==> src/rtl/mc_core_pkg.sv <==
package mc_core_pkg;

    localparam int XLEN = 32;
    localparam int NREG = 32;
    localparam int RIDX = $clog2(NREG);

    localparam logic [5:0] OPC_RR   = 6'h00;
    localparam logic [5:0] OPC_BEQZ = 6'h04;
    localparam logic [5:0] OPC_BNEZ = 6'h05;
    localparam logic [5:0] OPC_ADDI = 6'h08;
    localparam logic [5:0] OPC_SLTI = 6'h0A;
    localparam logic [5:0] OPC_ANDI = 6'h0C;
    localparam logic [5:0] OPC_ORI  = 6'h0D;
    localparam logic [5:0] OPC_XORI = 6'h0E;
    localparam logic [5:0] OPC_LW   = 6'h23;
    localparam logic [5:0] OPC_SW   = 6'h2B;

    localparam logic [10:0] FN_ADD = 11'h020;
    localparam logic [10:0] FN_SUB = 11'h022;
    localparam logic [10:0] FN_AND = 11'h024;
    localparam logic [10:0] FN_OR  = 11'h025;
    localparam logic [10:0] FN_XOR = 11'h026;
    localparam logic [10:0] FN_SLT = 11'h02A;

    typedef enum logic [2:0] {
        ST_FETCH, ST_DECODE, ST_EXEC, ST_MEM, ST_WB, ST_IDLE
    } state_t;

    typedef enum logic [2:0] {
        ALU_ADD, ALU_SUB, ALU_AND, ALU_OR, ALU_XOR, ALU_SLT, ALU_ZERO
    } alu_op_t;

    typedef enum logic [2:0] {
        CL_RR, CL_RI, CL_LOAD, CL_STORE, CL_BRANCH, CL_BAD
    } iclass_t;

    typedef struct packed {
        iclass_t cls;
        alu_op_t op;
        logic    inv;   // branch on non-zero
    } dec_t;

    function automatic dec_t decode_ir(input logic [XLEN-1:0] ir);
        dec_t d;
        d.cls = CL_BAD;
        d.op  = ALU_ADD;
        d.inv = 1'b0;
        case (ir[31:26])
            OPC_RR: begin
                d.cls = CL_RR;
                case (ir[10:0])
                    FN_ADD:  d.op = ALU_ADD;
                    FN_SUB:  d.op = ALU_SUB;
                    FN_AND:  d.op = ALU_AND;
                    FN_OR:   d.op = ALU_OR;
                    FN_XOR:  d.op = ALU_XOR;
                    FN_SLT:  d.op = ALU_SLT;
                    default: d.op = ALU_ZERO;
                endcase
            end
            OPC_ADDI: begin d.cls = CL_RI; d.op = ALU_ADD; end
            OPC_SLTI: begin d.cls = CL_RI; d.op = ALU_SLT; end
            OPC_ANDI: begin d.cls = CL_RI; d.op = ALU_AND; end
            OPC_ORI:  begin d.cls = CL_RI; d.op = ALU_OR;  end
            OPC_XORI: begin d.cls = CL_RI; d.op = ALU_XOR; end
            OPC_LW:   d.cls = CL_LOAD;
            OPC_SW:   d.cls = CL_STORE;
            OPC_BEQZ: d.cls = CL_BRANCH;
            OPC_BNEZ: begin d.cls = CL_BRANCH; d.inv = 1'b1; end
            default:  d.cls = CL_BAD;
        endcase
        return d;
    endfunction

endpackage

==> src/rtl/mc_regfile.sv <==
module mc_regfile #(
    parameter int W = 32,
    parameter int N = 32
) (
    input  logic                 clk,
    input  logic                 rst_n,
    input  logic [$clog2(N)-1:0] ra1,
    input  logic [$clog2(N)-1:0] ra2,
    output logic [W-1:0]         rd1,
    output logic [W-1:0]         rd2,
    input  logic                 we,
    input  logic [$clog2(N)-1:0] wa,
    input  logic [W-1:0]         wd
);

    logic [W-1:0] regs [N];

    // entry 0 is never written, so it stays at its reset value of zero
    always_ff @(posedge clk or negedge rst_n) begin
        if (!rst_n) begin
            for (int i = 0; i < N; i++) regs[i] <= '0;
        end else if (we && (wa != '0)) begin
            regs[wa] <= wd;
        end
    end

    assign rd1 = regs[ra1];
    assign rd2 = regs[ra2];

endmodule

==> src/rtl/mc_alu.sv <==
module mc_alu
    import mc_core_pkg::*;
#(
    parameter int W = 32
) (
    input  alu_op_t      op,
    input  logic [W-1:0] x,
    input  logic [W-1:0] y,
    output logic [W-1:0] r
);

    always_comb begin
        unique case (op)
            ALU_ADD:  r = x + y;
            ALU_SUB:  r = x - y;
            ALU_AND:  r = x & y;
            ALU_OR:   r = x | y;
            ALU_XOR:  r = x ^ y;
            ALU_SLT:  r = {{(W-1){1'b0}}, ($signed(x) < $signed(y))};
            ALU_ZERO: r = '0;
            default:  r = '0;
        endcase
    end

endmodule

==> src/rtl/mc_seq.sv <==
module mc_seq
    import mc_core_pkg::*;
(
    input  logic    clk,
    input  logic    rst_n,
    input  iclass_t cls,
    output state_t  state,
    output logic    ld_ir,
    output logic    ld_dec,
    output logic    ld_ex,
    output logic    ld_lmd,
    output logic    mem_we,
    output logic    rf_we,
    output logic    pc_ld,
    output logic    pc_br,
    output logic    retire
);

    // state register with transitions
    always_ff @(posedge clk or negedge rst_n) begin
        if (!rst_n) begin
            state <= ST_FETCH;
        end else begin
            unique case (state)
                ST_FETCH:  state <= ST_DECODE;
                ST_DECODE: state <= (cls == CL_BAD) ? ST_IDLE : ST_EXEC;
                ST_EXEC:   state <= (cls == CL_RR || cls == CL_RI) ? ST_WB : ST_MEM;
                ST_MEM:    state <= (cls == CL_LOAD) ? ST_WB : ST_FETCH;
                ST_WB:     state <= ST_FETCH;
                ST_IDLE:   state <= ST_FETCH;
                default:   state <= ST_FETCH;
            endcase
        end
    end

    // control outputs per state
    always_comb begin
        ld_ir  = 1'b0;
        ld_dec = 1'b0;
        ld_ex  = 1'b0;
        ld_lmd = 1'b0;
        mem_we = 1'b0;
        rf_we  = 1'b0;
        pc_ld  = 1'b0;
        pc_br  = 1'b0;
        retire = 1'b0;
        unique case (state)
            ST_FETCH:  ld_ir  = 1'b1;
            ST_DECODE: ld_dec = 1'b1;
            ST_EXEC:   ld_ex  = 1'b1;
            ST_MEM: begin
                if (cls == CL_LOAD) begin
                    ld_lmd = 1'b1;
                end else begin
                    mem_we = (cls == CL_STORE);
                    pc_br  = (cls == CL_BRANCH);
                    pc_ld  = 1'b1;
                    retire = 1'b1;
                end
            end
            ST_WB: begin
                rf_we  = 1'b1;
                pc_ld  = 1'b1;
                retire = 1'b1;
            end
            ST_IDLE: begin
                pc_ld  = 1'b1;
                retire = 1'b1;
            end
            default: ;
        endcase
    end

endmodule

==> src/rtl/mc_core.sv <==
module mc_core
    import mc_core_pkg::*;
#(
    parameter int              ADDR_W   = 8,
    parameter logic [XLEN-1:0] RESET_PC = '0
) (
    input  logic              clk,
    input  logic              rst_n,
    output logic [ADDR_W-1:0] imem_addr,
    input  logic [XLEN-1:0]   imem_rdata,
    output logic [ADDR_W-1:0] dmem_addr,
    output logic [XLEN-1:0]   dmem_wdata,
    output logic              dmem_we,
    input  logic [XLEN-1:0]   dmem_rdata,
    output logic              retire
);

    localparam logic [XLEN-1:0] STEP = XLEN'(4);

    state_t          state;
    logic            ld_ir, ld_dec, ld_ex, ld_lmd, rf_we, pc_ld, pc_br;
    logic [XLEN-1:0] pc, npc, ir, opa, opb, imm, alu_q, lmd;
    logic            cond;
    logic [XLEN-1:0] rd1, rd2, alu_x, alu_y, alu_r, wb_data;
    logic [RIDX-1:0] wb_idx;
    dec_t            dec;

    assign dec = decode_ir(ir);

    mc_seq u_seq (
        .clk    (clk),
        .rst_n  (rst_n),
        .cls    (dec.cls),
        .state  (state),
        .ld_ir  (ld_ir),
        .ld_dec (ld_dec),
        .ld_ex  (ld_ex),
        .ld_lmd (ld_lmd),
        .mem_we (dmem_we),
        .rf_we  (rf_we),
        .pc_ld  (pc_ld),
        .pc_br  (pc_br),
        .retire (retire)
    );

    assign wb_idx  = (dec.cls == CL_RR) ? ir[15:11] : ir[20:16];
    assign wb_data = (dec.cls == CL_LOAD) ? lmd : alu_q;

    mc_regfile #(.W(XLEN), .N(NREG)) u_rf (
        .clk   (clk),
        .rst_n (rst_n),
        .ra1   (ir[25:21]),
        .ra2   (ir[20:16]),
        .rd1   (rd1),
        .rd2   (rd2),
        .we    (rf_we),
        .wa    (wb_idx),
        .wd    (wb_data)
    );

    assign alu_x = (dec.cls == CL_BRANCH) ? npc : opa;
    assign alu_y = (dec.cls == CL_RR) ? opb : imm;

    mc_alu #(.W(XLEN)) u_alu (
        .op (dec.op),
        .x  (alu_x),
        .y  (alu_y),
        .r  (alu_r)
    );

    // working registers, each loaded in its own step
    always_ff @(posedge clk or negedge rst_n) begin
        if (!rst_n) begin
            pc    <= RESET_PC;
            npc   <= '0;
            ir    <= '0;
            opa   <= '0;
            opb   <= '0;
            imm   <= '0;
            alu_q <= '0;
            cond  <= 1'b0;
            lmd   <= '0;
        end else begin
            if (ld_ir) begin
                ir  <= imem_rdata;
                npc <= pc + STEP;
            end
            if (ld_dec) begin
                opa <= rd1;
                opb <= rd2;
                imm <= {{(XLEN-16){ir[15]}}, ir[15:0]};
            end
            if (ld_ex) begin
                alu_q <= alu_r;
                cond  <= (opa == '0) ^ dec.inv;
            end
            if (ld_lmd) lmd <= dmem_rdata;
            if (pc_ld)  pc  <= (pc_br && cond) ? alu_q : npc;
        end
    end

    assign imem_addr  = pc[ADDR_W+1:2];
    assign dmem_addr  = alu_q[ADDR_W+1:2];
    assign dmem_wdata = opb;

endmodule

==> config.mk <==
export PLATFORM = sky130hd
export DESIGN_NAME = mc_core
export DESIGN_NICKNAME = d
export VERILOG_FILES = /design/src/rtl/mc_core_pkg.sv /design/src/rtl/mc_regfile.sv /design/src/rtl/mc_alu.sv /design/src/rtl/mc_seq.sv /design/src/rtl/mc_core.sv
export SDC_FILE = /design/constraint.sdc
export NUM_CORES = 2
export LEC_CHECK = 0
export BUFFER_PORTS_ARGS = -buffer_cell sky130_fd_sc_hd__buf_2
export CORE_MARGIN = 8
export CORE_UTILIZATION = 58
export CTS_CLUSTER_DIAMETER = 150
export DETAILED_ROUTE_END_ITERATION = 8
export PLACE_DENSITY = 0.86
export SYNTH_ARGS = -nofsm -noshare
export SYNTH_HDL_FRONTEND = slang
export SYNTH_SLANG_ARGS = --single-unit
==> constraint.sdc <==
create_clock -name clk -period 7.88 [get_ports clk]
set_input_delay 1.576 -clock clk [delete_from_list [all_inputs] [get_ports clk]]
set_output_delay 1.576 -clock clk [all_outputs]
set_load 0.05 [all_outputs]
==> results by group <==
Routing
  • Routed vias/inst: ~7.3
  • Wirelength, routed: between 200 and 250 mm
  • Residual DRC: 0
  • Starting DRT DRC Count: between 9000 and 10000
  • ANT nets after route: 0
  • DRT Pass-1 Iters: 9
  • Routed length per instance: around 30 um
  • Via count of the routed design: 55000

Global route
  • Met3 Use GR: approximately an eighth
  • GRT Overall Usage: between 30% and 40%
  • Vias in the first global route: approximately 56000
  • Largest net degree at the start of global routing: between 150 and 200
  • Met1 usage: between 40% and 50%
  • Met2 usage in global routing: 52.2%
  • GRT Residual Overflow: 0
  • Initial antenna violation count: 12
  • First-pass GRT wire length: approximately 340 mm
  • Most Crowded Layer GR: met2

Pwr
  • Static leakage: 31.5 nW
  • VDD IR-drop max: around 0.43 mV
  • Power Total: around 34 mW
  • PD cells: 470 nW/um^2

Worst setup path
  • Critical Path AT: about 6100 ps
  • Startpoint Class: flop
  • Slowest stage delay, CP: ~700 ps
  • Reg2reg end: alu_q[24]
  • CP endpoint kind: flop
  • R2R Setup Slk: 2350 ps
  • CP Launch Point: ir[29]
  • Crit-path cells: or3_1, or4_1, buf_4, nand2_1, nand2_1, ha_1, fa_1, o21ba_2, nor4_1, o311ai_0, and2_1, o21ai_0, a21boi_0, xor2_1, a221oi_1, o21ai_0
  • Slowest CP cell: o21ai_0
  • Crit Reg-Reg Startpoint: ir[29]
  • CP required: between 8000 and 9000 ps
  • Reg2Reg Depth: 16
  • Crit Path Class: flop to flop
  • Critical path peak fanout: 26

Finish
  • Area growth, synth to finish: 8.00%
  • Final core occ: between 60% and 70%
  • # nets final: 6044
  • Share of cells above drive strength 1: roughly a fifth
  • Final std cells w/o fill: ~7500
  • Fillers: 7938

Synthesis
  • Synthesized cell area: ~68000 sq um
  • Yosys top cell by area: dfrtp_1
  • Distinct cells, synth: 82
  • Post-synthesis sequential area ratio: a little under half
  • Commonest cells post-synth: 1268 x dfrtp_1, 749 x nor2_1, 725 x a21oi_1, 706 x nand2_1, 640 x mux4_2
  • Post-synth EDFFs: 0
  • Mean post-synth cell area: between 10 and 15 sq um
  • Largest cells by area after synthesis: dfrtp_1 47%, mux4_2 21%, a21oi_1 5.3%
  • Post-Synthesis Cells: a little over 6000
  • Count leader, synth: dfrtp_1
  • Syn nets: 6293
  • Yosys warns: 0
  • Top_reg_cell synth: dfrtp_1
  • FFs w/ async S/R, synth: between 90% and 100%
  • Top cell type's share of synthesized area: approximately 47%
  • Yosys reg bits: between 1000 and 1500

Clocking
  • PostCTS Resize Cnt: 0
  • Clock network latency to the later pin of the worst-skew pair: 740 ps
  • CTS tree: yes
  • Clock root buffer master: clkbuf_16
  • Postcts setup bufs: 0
  • CTS Hold Buffers Added: 0
  • # H-tree levels: 3
  • Clock-pin slew on the worst setup and hold paths: approximately 70 ps
  • Largest buffer count on any clock path: 3
  • # clock sinks: 1268
  • Num CTS Buffers: 118

Floorplan
  • Core area: between 100000 and 150000 sq um
  • DIE WIDTH: 358 um
  • Die Span Y: between 300 and 400 um
  • Initial Util: 58.5%
  • I/O pin cnt: roughly 120
  • Row Count: between 100 and 150
  • Die area: around 130000 sq um

STA
  • Crit share post-route: approximately 70%
  • Setup WS post-layout: between 2000 and 2500 ps
  • Clock skew: approximately 37 ps
  • Final count of negative-setup-slack endpoints: 0
  • Max-slew violation count: 0
  • Worst-Margin Slew: between 1000 and 1500 ps
  • Final min period: around 5500 ps
  • Setup TNS: 0 ps
  • Unrepaired setup endpoints after global routing: no
  • Final hold viol count: 0
  • Max_slew headroom: under 10%
  • Fmax: about 180 MHz

Status
  • Status: finished, final reports clean

Place
  • Post-detail-place hpwl: around 130 mm
  • Dpl cells: approximately 7300
  • Buffers on Ports: ~120
  • Routability Congestion: between 0.9 and 1
  • Pre-CTS WS: ~2500 ps

Worst hold path
  • Hold WC Path Type: flop to flop
  • Hold Path Origin: u_rf.regs[1015]
  • Hold Path Depth: 0
  • Hold endpoint: u_rf.regs[1015]

Job
  • Max-Cap Viols: 0
## critical path, delay by kind of cell, from the launching register on
family	cells	cell delay [ps]
flip-flops	1	440
XOR/XNOR	1	220
AND/OR/NAND/NOR	6	1860
buffers and inverters	1	280
AO/OA/AOI/OAI	6	1910
adder cells (fa/ha/maj)	2	700
## cells by family (layout without fill, tap and decap cells)
family                   count (synthesis)  count (layout)  synth area share [%]
AND/OR/NAND/NOR                       1648            1648                  9.86
AO/OA/AOI/OAI                         1485            1485                  11.9
other                                    0               8                     0
buffers and inverters                  705             551                  4.26
XOR/XNOR                                55              55                 0.709
flip-flops                            1268            1268                  46.7
adder cells (fa/ha/maj)                104             104                  1.94
multiplexers                           858             858                  24.6
## report_power, final
group	total (mW)	switching [mW]	internal (mW)	leakage, nW
clock network	6.20	2.65	3.54	2.01
logic	16.8	9.68	7.09	12.8
registers	11.5	2.74	8.78	16.7
## final cells by class
cell class	count	area [sq um]	share of cell area [%]
timing repair buffer	238	1630	2.22
sequential	1268	31800	43.3
clock inverter	56	807	1.10
multi-input combinational	4150	33600	45.7
inverter	98	370	0.505
tap	1524	1910	2.60
antenna	8	20.0	0.0273
clock buffer	159	3320	4.52
## stage by stage
step,area [sq um],hold slack (ps)
floorplan,67900,441
global placement,69200,376
detailed placement,69200,384
CTS,73300,398
global route,73300,409
finish,73400,395
## how the worst max path moves through the flow
stage / to / slack, ps / cells after the start
floorplan: alu_q[30] / 3330 / 18
global placement: alu_q[24] / 2470 / 16
detailed placement: alu_q[24] / 2460 / 16
CTS: alu_q[24] / 2440 / 16
global route: alu_q[24] / 2050 / 16
finish: alu_q[24] / 2350 / 16
## sequential cells by signal, summed over array words and instances (netlist names)
name / cells
opa: 32
ir: 32
pc: 32
imm: 16
cond: 1
u_rf.regs: 1024
lmd: 32
npc: 32
alu_q: 32
dmem_wdata: 32
u_seq.state: 3
## cell usage in the layout (no fill, tap or decap), types with 11 or more instances in the layout
master and instances:
clkbuf_8 21, o211ai_1 15, nor4_1 21, nand2_2 15, clkbuf_1 20, nor3_1 29, buf_4 114, o31ai_1 12
a211oi_1 19, nor2_1 749, clkbuf_16 118, mux2_2 81, xor2_1 25, nand3_1 32, a21o_1 29, nor2_4 15
clkinv_2 20, bufinv_16 18, a21oi_1 725, mux4_2 640, mux2i_1 104, nand2b_1 12, nor3b_1 13, dfrtp_1 1258
xnor2_1 30, o21ai_1 11, buf_2 114, nor2b_1 13, o21bai_1 11, o21ai_0 535, mux2i_2 32, a31oi_1 20
o22ai_1 12, nand2_1 691, inv_1 96, ha_1 102
## layer usage
metal / wire (um) / vias to the layer above
li1: - / 21600
met1: 72400 / 26900
met2: 99700 / 5038
met3: 33600 / 1507
met4: 19500 / 6
met5: 40 / -
No activity file was read; power rests on OpenSTA's default activity.
